`config.mk`:
```
export PLATFORM = sky130hd
export DESIGN_NAME = cpu_bus_bridge
export DESIGN_NICKNAME = d
export VERILOG_FILES = /design/src/rtl/bridge_pkg.sv /design/src/rtl/phi_sync.sv /design/src/rtl/bridge_fsm.sv /design/src/rtl/bridge_paths.sv /design/src/rtl/cpu_bus_bridge.sv
export SDC_FILE = /design/constraint.sdc
export NUM_CORES = 1
export LEC_CHECK = 0
export BUFFER_PORTS_ARGS = -buffer_cell sky130_fd_sc_hd__buf_2
export CAP_MARGIN = 15
export CORE_UTILIZATION = 27
export DETAILED_ROUTE_END_ITERATION = 12
export PLACE_DENSITY = 0.74
export SYNTH_ARGS = -nofsm -noshare
export SYNTH_HDL_FRONTEND = slang
export SYNTH_HIERARCHICAL = 1
export SYNTH_SLANG_ARGS = --single-unit
```
`constraint.sdc`:
```
create_clock -name clk -period 1.55 [get_ports clk]
set_input_delay 0.2325 -clock clk [delete_from_list [all_inputs] [get_ports clk]]
set_output_delay 0.2325 -clock clk [all_outputs]
set_load 0.02 [all_outputs]
```
`src/rtl/bridge_pkg.sv`:
```
package bridge_pkg;

    typedef enum logic [1:0] {
        ST_IDLE  = 2'b00,
        ST_DRIVE = 2'b01,
        ST_WAIT  = 2'b11,
        ST_DONE  = 2'b10
    } bstate_t;

    typedef struct packed {
        bstate_t st;
    } fsm_regs_t;

    localparam fsm_regs_t FSM_RESET = '{st: ST_IDLE};

endpackage

```
`src/rtl/phi_sync.sv`:
```
module phi_sync #(
    parameter int unsigned STAGES = 2
) (
    input  logic clk,
    input  logic rst_n,
    input  logic phi_raw,
    output logic phi_level,
    output logic phi_rise
);

    typedef struct packed {
        logic [STAGES-1:0] chain;
        logic              prev;
    } sync_regs_t;

    sync_regs_t r_q, r_d;

    always_comb begin
        r_d          = r_q;
        r_d.chain[0] = phi_raw;
        for (int i = 1; i < int'(STAGES); i++) begin
            r_d.chain[i] = r_q.chain[i-1];
        end
        r_d.prev = r_q.chain[STAGES-1];
    end

    always_ff @(posedge clk) begin
        if (!rst_n) begin
            r_q <= '0;
        end else begin
            r_q <= r_d;
        end
    end

    assign phi_level = r_q.chain[STAGES-1];
    assign phi_rise  = r_q.chain[STAGES-1] & ~r_q.prev;

endmodule

```
`src/rtl/bridge_fsm.sv`:
```
module bridge_fsm
    import bridge_pkg::*;
(
    input  logic    clk,
    input  logic    rst_n,
    input  logic    phi_level,
    input  logic    phi_rise,
    input  logic    bus_ready,
    output bstate_t state
);

    fsm_regs_t r_q, r_d;

    always_comb begin
        r_d = r_q;
        unique case (r_q.st)
            ST_IDLE:  if (phi_rise)   r_d.st = ST_DRIVE;
            ST_DRIVE:                 r_d.st = ST_WAIT;
            ST_WAIT:  if (bus_ready)  r_d.st = ST_DONE;
            ST_DONE:  if (!phi_level) r_d.st = ST_IDLE;
            default:                  r_d.st = ST_IDLE;
        endcase
    end

    always_ff @(posedge clk) begin
        if (!rst_n) begin
            r_q <= FSM_RESET;
        end else begin
            r_q <= r_d;
        end
    end

    assign state = r_q.st;

endmodule

```
`src/rtl/bridge_paths.sv`:
```
module bridge_paths
    import bridge_pkg::*;
#(
    parameter int unsigned CPU_AW = 16,
    parameter int unsigned BUS_AW = 24,
    parameter int unsigned DW     = 8,
    parameter int unsigned BANK   = 'h40
) (
    input  bstate_t           state,
    input  logic [CPU_AW-1:0] cpu_addr,
    input  logic              cpu_rw,
    input  logic [DW-1:0]     cpu_din,
    input  logic [DW-1:0]     bus_rdata,
    input  logic              bus_irq,
    output logic [BUS_AW-1:0] bus_addr,
    output logic [DW-1:0]     bus_wdata,
    output logic              bus_wstrb,
    output logic              bus_rstrb,
    output logic [DW-1:0]     cpu_dout,
    output logic              cpu_doe,
    output logic              path_oe_n,
    output logic              cpu_irq_n
);

    localparam int unsigned BANK_W = BUS_AW - CPU_AW;
    localparam logic [BANK_W-1:0] BANK_V = BANK_W'(BANK);

    logic s0, s1, data_hot;

    always_comb begin
        s0        = state[0];
        s1        = state[1];
        data_hot  = s0 | s1;
        path_oe_n = ~data_hot;
        bus_wstrb = s0 & ~cpu_rw;
        bus_rstrb = data_hot & cpu_rw;
        bus_addr  = data_hot ? {BANK_V, cpu_addr} : '0;
        bus_wdata = (data_hot & ~cpu_rw) ? cpu_din : '0;
        cpu_doe   = data_hot & cpu_rw;
        cpu_dout  = (data_hot & cpu_rw) ? bus_rdata : '0;
        cpu_irq_n = ~bus_irq;
    end

endmodule

```
`src/rtl/cpu_bus_bridge.sv`:
```
module cpu_bus_bridge
    import bridge_pkg::*;
#(
    parameter int unsigned CPU_AW      = 16,
    parameter int unsigned BUS_AW      = 24,
    parameter int unsigned DW          = 8,
    parameter int unsigned BANK        = 'h40,
    parameter int unsigned SYNC_STAGES = 2
) (
    input  logic              clk,
    input  logic              rst_n,
    input  logic [CPU_AW-1:0] cpu_addr,
    input  logic              cpu_rw,
    input  logic              cpu_phi2,
    input  logic [DW-1:0]     cpu_din,
    output logic [DW-1:0]     cpu_dout,
    output logic              cpu_doe,
    output logic              cpu_irq_n,
    output logic [BUS_AW-1:0] bus_addr,
    output logic [DW-1:0]     bus_wdata,
    input  logic [DW-1:0]     bus_rdata,
    output logic              bus_wstrb,
    output logic              bus_rstrb,
    input  logic              bus_ready,
    input  logic              bus_irq,
    output logic              path_oe_n
);

    logic    phi_level;
    logic    phi_rise;
    bstate_t state_q;

    phi_sync #(.STAGES(SYNC_STAGES)) u_sync (
        .clk       (clk),
        .rst_n     (rst_n),
        .phi_raw   (cpu_phi2),
        .phi_level (phi_level),
        .phi_rise  (phi_rise)
    );

    bridge_fsm u_fsm (
        .clk       (clk),
        .rst_n     (rst_n),
        .phi_level (phi_level),
        .phi_rise  (phi_rise),
        .bus_ready (bus_ready),
        .state     (state_q)
    );

    bridge_paths #(
        .CPU_AW (CPU_AW),
        .BUS_AW (BUS_AW),
        .DW     (DW),
        .BANK   (BANK)
    ) u_paths (
        .state     (state_q),
        .cpu_addr  (cpu_addr),
        .cpu_rw    (cpu_rw),
        .cpu_din   (cpu_din),
        .bus_rdata (bus_rdata),
        .bus_irq   (bus_irq),
        .bus_addr  (bus_addr),
        .bus_wdata (bus_wdata),
        .bus_wstrb (bus_wstrb),
        .bus_rstrb (bus_rstrb),
        .cpu_dout  (cpu_dout),
        .cpu_doe   (cpu_doe),
        .path_oe_n (path_oe_n),
        .cpu_irq_n (cpu_irq_n)
    );

endmodule

```
Word level (Yosys, flattened, before mapping):

Index checks and enable logic that the tools add are counted.

* bits in registers: 5
* input port bits: 38

* eq/ne operators: 6
* multiplexer cells: 7
* bitwise logic cells: 9
* reduce and logical (&&, ||, !) cells: 2

Operator list (number)
* 2-to-1 mux 23 bit: 1
* 2-to-1 mux 8 bit: 2
* case mux 2 bit (4 select lines): 1
* 2-to-1 mux 2 bit: 3
* != test 2 bit, second input constant: 3
* AND 1 bit: 4
* equality test 2 bit, second input constant: 2
* inverter 1 bit: 4
* AND reduction 3 bit: 1
* equality test 2 x 1 -> 1 bit, second input constant: 1
* logical NOT 2 bit: 1
* bitwise OR 1 bit: 1

Logic depth before layout (Yosys ltp):

* depth in word-level cells: 4
* gate-level depth with buffers: 5

Cells and area by module:

The synthesis kept the hierarchy.

By module, submodules not included
* bridge_paths: instances 1, cells each 52, area each 345.3 um^2, sequential area each 0.0 um^2
* phi_sync: instances 1, cells each 7, area each 92.6 um^2, sequential area each 60.1 um^2
* bridge_fsm: instances 1, cells each 7, area each 72.6 um^2, sequential area each 40.0 um^2

Worst setup path before layout:

Ideal clock, no wire load.

* path kind: reg2out
* from: register u_fsm.r_q, in the netlist u_fsm/state[1]
* to: output cpu_doe
* arrival time: 1.192 ns
* data required time: 1.317 ns
* setup slack: 0.126 ns
* stages on the path, launching flop included: 6
* buffers on the path: 3
* path through: dfxtp_1 -> or2_1 -> buf_6 -> buf_6 -> and2_1 -> buf_4

* longest elaborated chain between the ends: 2

Ends and longest elaborated chain
* start: declaration: line bridge_fsm.sv:12 `fsm_regs_t r_q, r_d;`
* start signal: assignment: line bridge_fsm.sv:29 `r_q <= r_d;`
* bitwise OR 1 bit: line bridge_paths.sv:33 `data_hot = s0 | s1;`
* net u_paths.data_hot: line bridge_paths.sv:28 `logic s0, s1, data_hot;`
* AND 1 bit
* end: declaration: line cpu_bus_bridge.sv:17 `output logic cpu_doe,`

The timed path passes the listed nets, and every way through them passes these cells.

Worst setup path in the final report:

* from: register u_fsm.r_q, in the netlist u_fsm/state[1]
* to: output cpu_dout[0]

* longest elaborated chain between the ends: 3

Ends and longest elaborated chain
* bitwise OR 1 bit: line bridge_paths.sv:33
* AND 1 bit: line bridge_paths.sv:40 `cpu_dout = (data_hot & cpu_rw) ? bus_rdata : '0;`
* 2-to-1 mux 8 bit: line bridge_paths.sv:40
* end: declaration: line cpu_bus_bridge.sv:16 `output logic [DW-1:0] cpu_dout,`

No other way between the ends.

==> impl_metrics.tcl <==
set metrics [dict create \
    status "finished, final reports clean" \
    clock_sinks 5 \
    antenna_left 0 \
    max_freq_mhz 666 \
    fin_crit_sh_pct 96.8 \
    die_x_um 45.5 \
    netlist.area_leader.share_pct 34.3 \
    cp-end-kind "output port" \
    hold_start "cpu_phi2" \
    initial_utilization_pct 29.2 \
    rsz0062_at_grt "false" \
    ys_async_sr_fraction_pct 0 \
    power.leakage_nw 0.588 \
    gr-usage-all-layers_pct 11.9 \
    dr.pass1.iters 3 \
    maxSlewViolCount 0 \
    worstSetupStartpointType "flop" \
    ios 83 \
    path_class "reg -> out" \
    fin_tns_setup_ps 0 \
    place.gp.congestion 0.594 \
    whs_ps 203 \
    root_buffer "clkbuf_4" \
    route.detailed.drc 0 \
    fill_cells 187 \
    n_antenna_cell 0 \
    min_period_ps 1500 \
    multi_input_area_um2 323 \
    grt_pass1_vias 461 \
    ys_ff_latch 5 \
    syn_avg_cell_area_um2 7.73 \
    rows 15 \
    worstHoldPathType "in -> reg" \
    h-tree-depth 1 \
    cts_buffer_depth 2 \
    skew_ps 0.651 \
    yosysWarnings 6 \
    critPathMaxStageDelay_ps 340 \
    synth.area.top_cells "and2_1 34%, dfxtp_1 20%, buf_4 13%, and3_1 9.8%, buf_6 6.6%" \
    core_area_um2 1750 \
    worstSkewPairLatency_ps 230 \
    dieArea_um2 2070 \
    die_y_um 45.5 \
    drtIter0Drc 6 \
    syn_area_um2 510 \
    post_drt_wl_per_cell_um 9.36 \
    max-vdd-ir-drop_mv 0.332 \
    area_growth_pct 69.1 \
    seq_area_um2 100 \
    setup_viol 0 \
    critical_path.max_fanout 27 \
    port-buffer-count 75 \
    antenna_found_initial 0 \
    p_per_area_nw_per_um2 574 \
    yosysMostFrequentCell "and2_1" \
    post-route-util_pct 49.5 \
    drive_above_1_share_pct 58.7 \
    worstPathCellList "or2_4 > and3_1 > buf_2" \
    fin_nets 177 \
    netlist_top_cells_count "28 x and2_1, 9 x buf_4, 8 x and3_1, 5 x dfxtp_1, 3 x buf_6" \
    cts-hold-fix-buffers 0 \
    crit_required_ps 1320 \
    cts_tree "yes" \
    grt-ovfl-total 0 \
    synth.yosys.seq_area_share_pct 19.6 \
    synth_area_leader_cell "and2_1" \
    cap_viol_max_count 0 \
    startpoint "u_fsm/state[1]" \
    cp.arrival_ps 1270 \
    grt_start_max_net_pins 28 \
    worstReg2RegStart "u_sync/phi_level" \
    synth_cells 66 \
    drt-total-wl_um 1530 \
    synth-edff-count 0 \
    grt_first_pass_wirelength_um 1830 \
    slowest_stage "or2_4" \
    cts_made_buffers 3 \
    clkTransAtPathRegs_ps 40 \
    place_hpwl_um 1310 \
    vias 636 \
    ys_types 16 \
    hold_violations 0 \
    ys.flop_type "dfxtp_1" \
    vias_per_cell 3.90 \
]
[kinds of logic (layout without fill, tap and decap cells)]
| family | after synthesis | in the layout | synth area share [%] |
|---|---|---|---|
| simple gates | 42 | 42 | 52.9 |
| buf+inv | 15 | 81 | 22.1 |
| flops | 5 | 5 | 19.6 |
| compound gates | 3 | 3 | 4.66 |
| other cells | 1 | 7 | 0.735 |
[flip-flops by register name, summed over array words and instances, names as in the netlist]
signal	cells
u_fsm/state	2
u_sync/phi_level	1
u_sync/r_d	1
u_sync/r_q	1
[repair_timing]
item / CTS / global route
resized for setup: 2 / 0
setup endpoints to repair: 28 / 0
buffers inserted: 0 / 0
[worst max-delay path: cells and delay by family (launching register included)]
kind          cells  cell delay [ps]
simple gates      2              540
buf+inv           1              160
flops             1              330
[per-layer routing]
layer  GRT usage (%)  wire length (µm)  share of wire, %  up-vias
met4            5.45                 0                 0        0
li1                -                 -                 -      332
met3           0.397               147               9.6        0
met5               0                 0                 0        -
met2            25.1               820                54       38
met1            11.2               559                37      266
[per-stage QoR]
| step | instance area, µm² | worst slack (ps) | std cells | power [mW] |
|---|---|---|---|---|
| final | 863 | 49.4 | 163 | 0.495 |
| after global routing | 863 | 0.493 | 163 | 0.527 |
| after CTS | 863 | 39.5 | 163 | 0.503 |
| after detailed placement | 835 | 21.3 | 159 | 0.351 |
| after global placement | 835 | 113 | 159 | 0.347 |
| after floorplan | 533 | 126 | 72 | 0.294 |
[power by group]
part / switching (mW) / internal (mW) / leakage, nW
combinational: 0.122 / 0.0887 / 0.532
clock: 0.0486 / 0.0970 / 0.0150
sequential: 0.00436 / 0.135 / 0.0410
total: 0.175 / 0.320 / 0.588
[worst paths after layout]
check                                         to  slack (ps)  depth (start not counted)
worst max-delay path                 cpu_dout[0]          50                          3
worst min-delay path               u_sync/r_d[2]         200                          2
worst max register to register    u_fsm/state[0]         670                          3
worst min register to register  u_sync/phi_level         420                          1
[placed cells by master (no fill, tap or decap)]
| master | Yosys | layout |
|---|---|---|
| a31o_1 | 1 | 1 |
| a21oi_1 | 1 | 1 |
| or2_4 | 0 | 1 |
| nor2b_1 | 2 | 2 |
| and2_1 | 28 | 28 |
| inv_1 | 2 | 2 |
| nor2b_4 | 1 | 1 |
| clkbuf_4 | 0 | 3 |
| nand2_1 | 1 | 1 |
| buf_2 | 0 | 75 |
| and3b_1 | 1 | 1 |
| and3_1 | 8 | 8 |
| conb_1 | 1 | 7 |
| o21ba_2 | 1 | 1 |
| dfxtp_1 | 5 | 5 |
| clkbuf_1 | 1 | 1 |
[area by class of cell]
type / instances / share of cell area [%]
multi-input combinational: 52 / 37.4
clock buffer: 4 / 3.04
sequential: 5 / 11.6
timing repair buffer: 75 / 43.5
tap: 25 / 3.62
inverter: 2 / 0.870
Power figures use the tool's default switching activity.
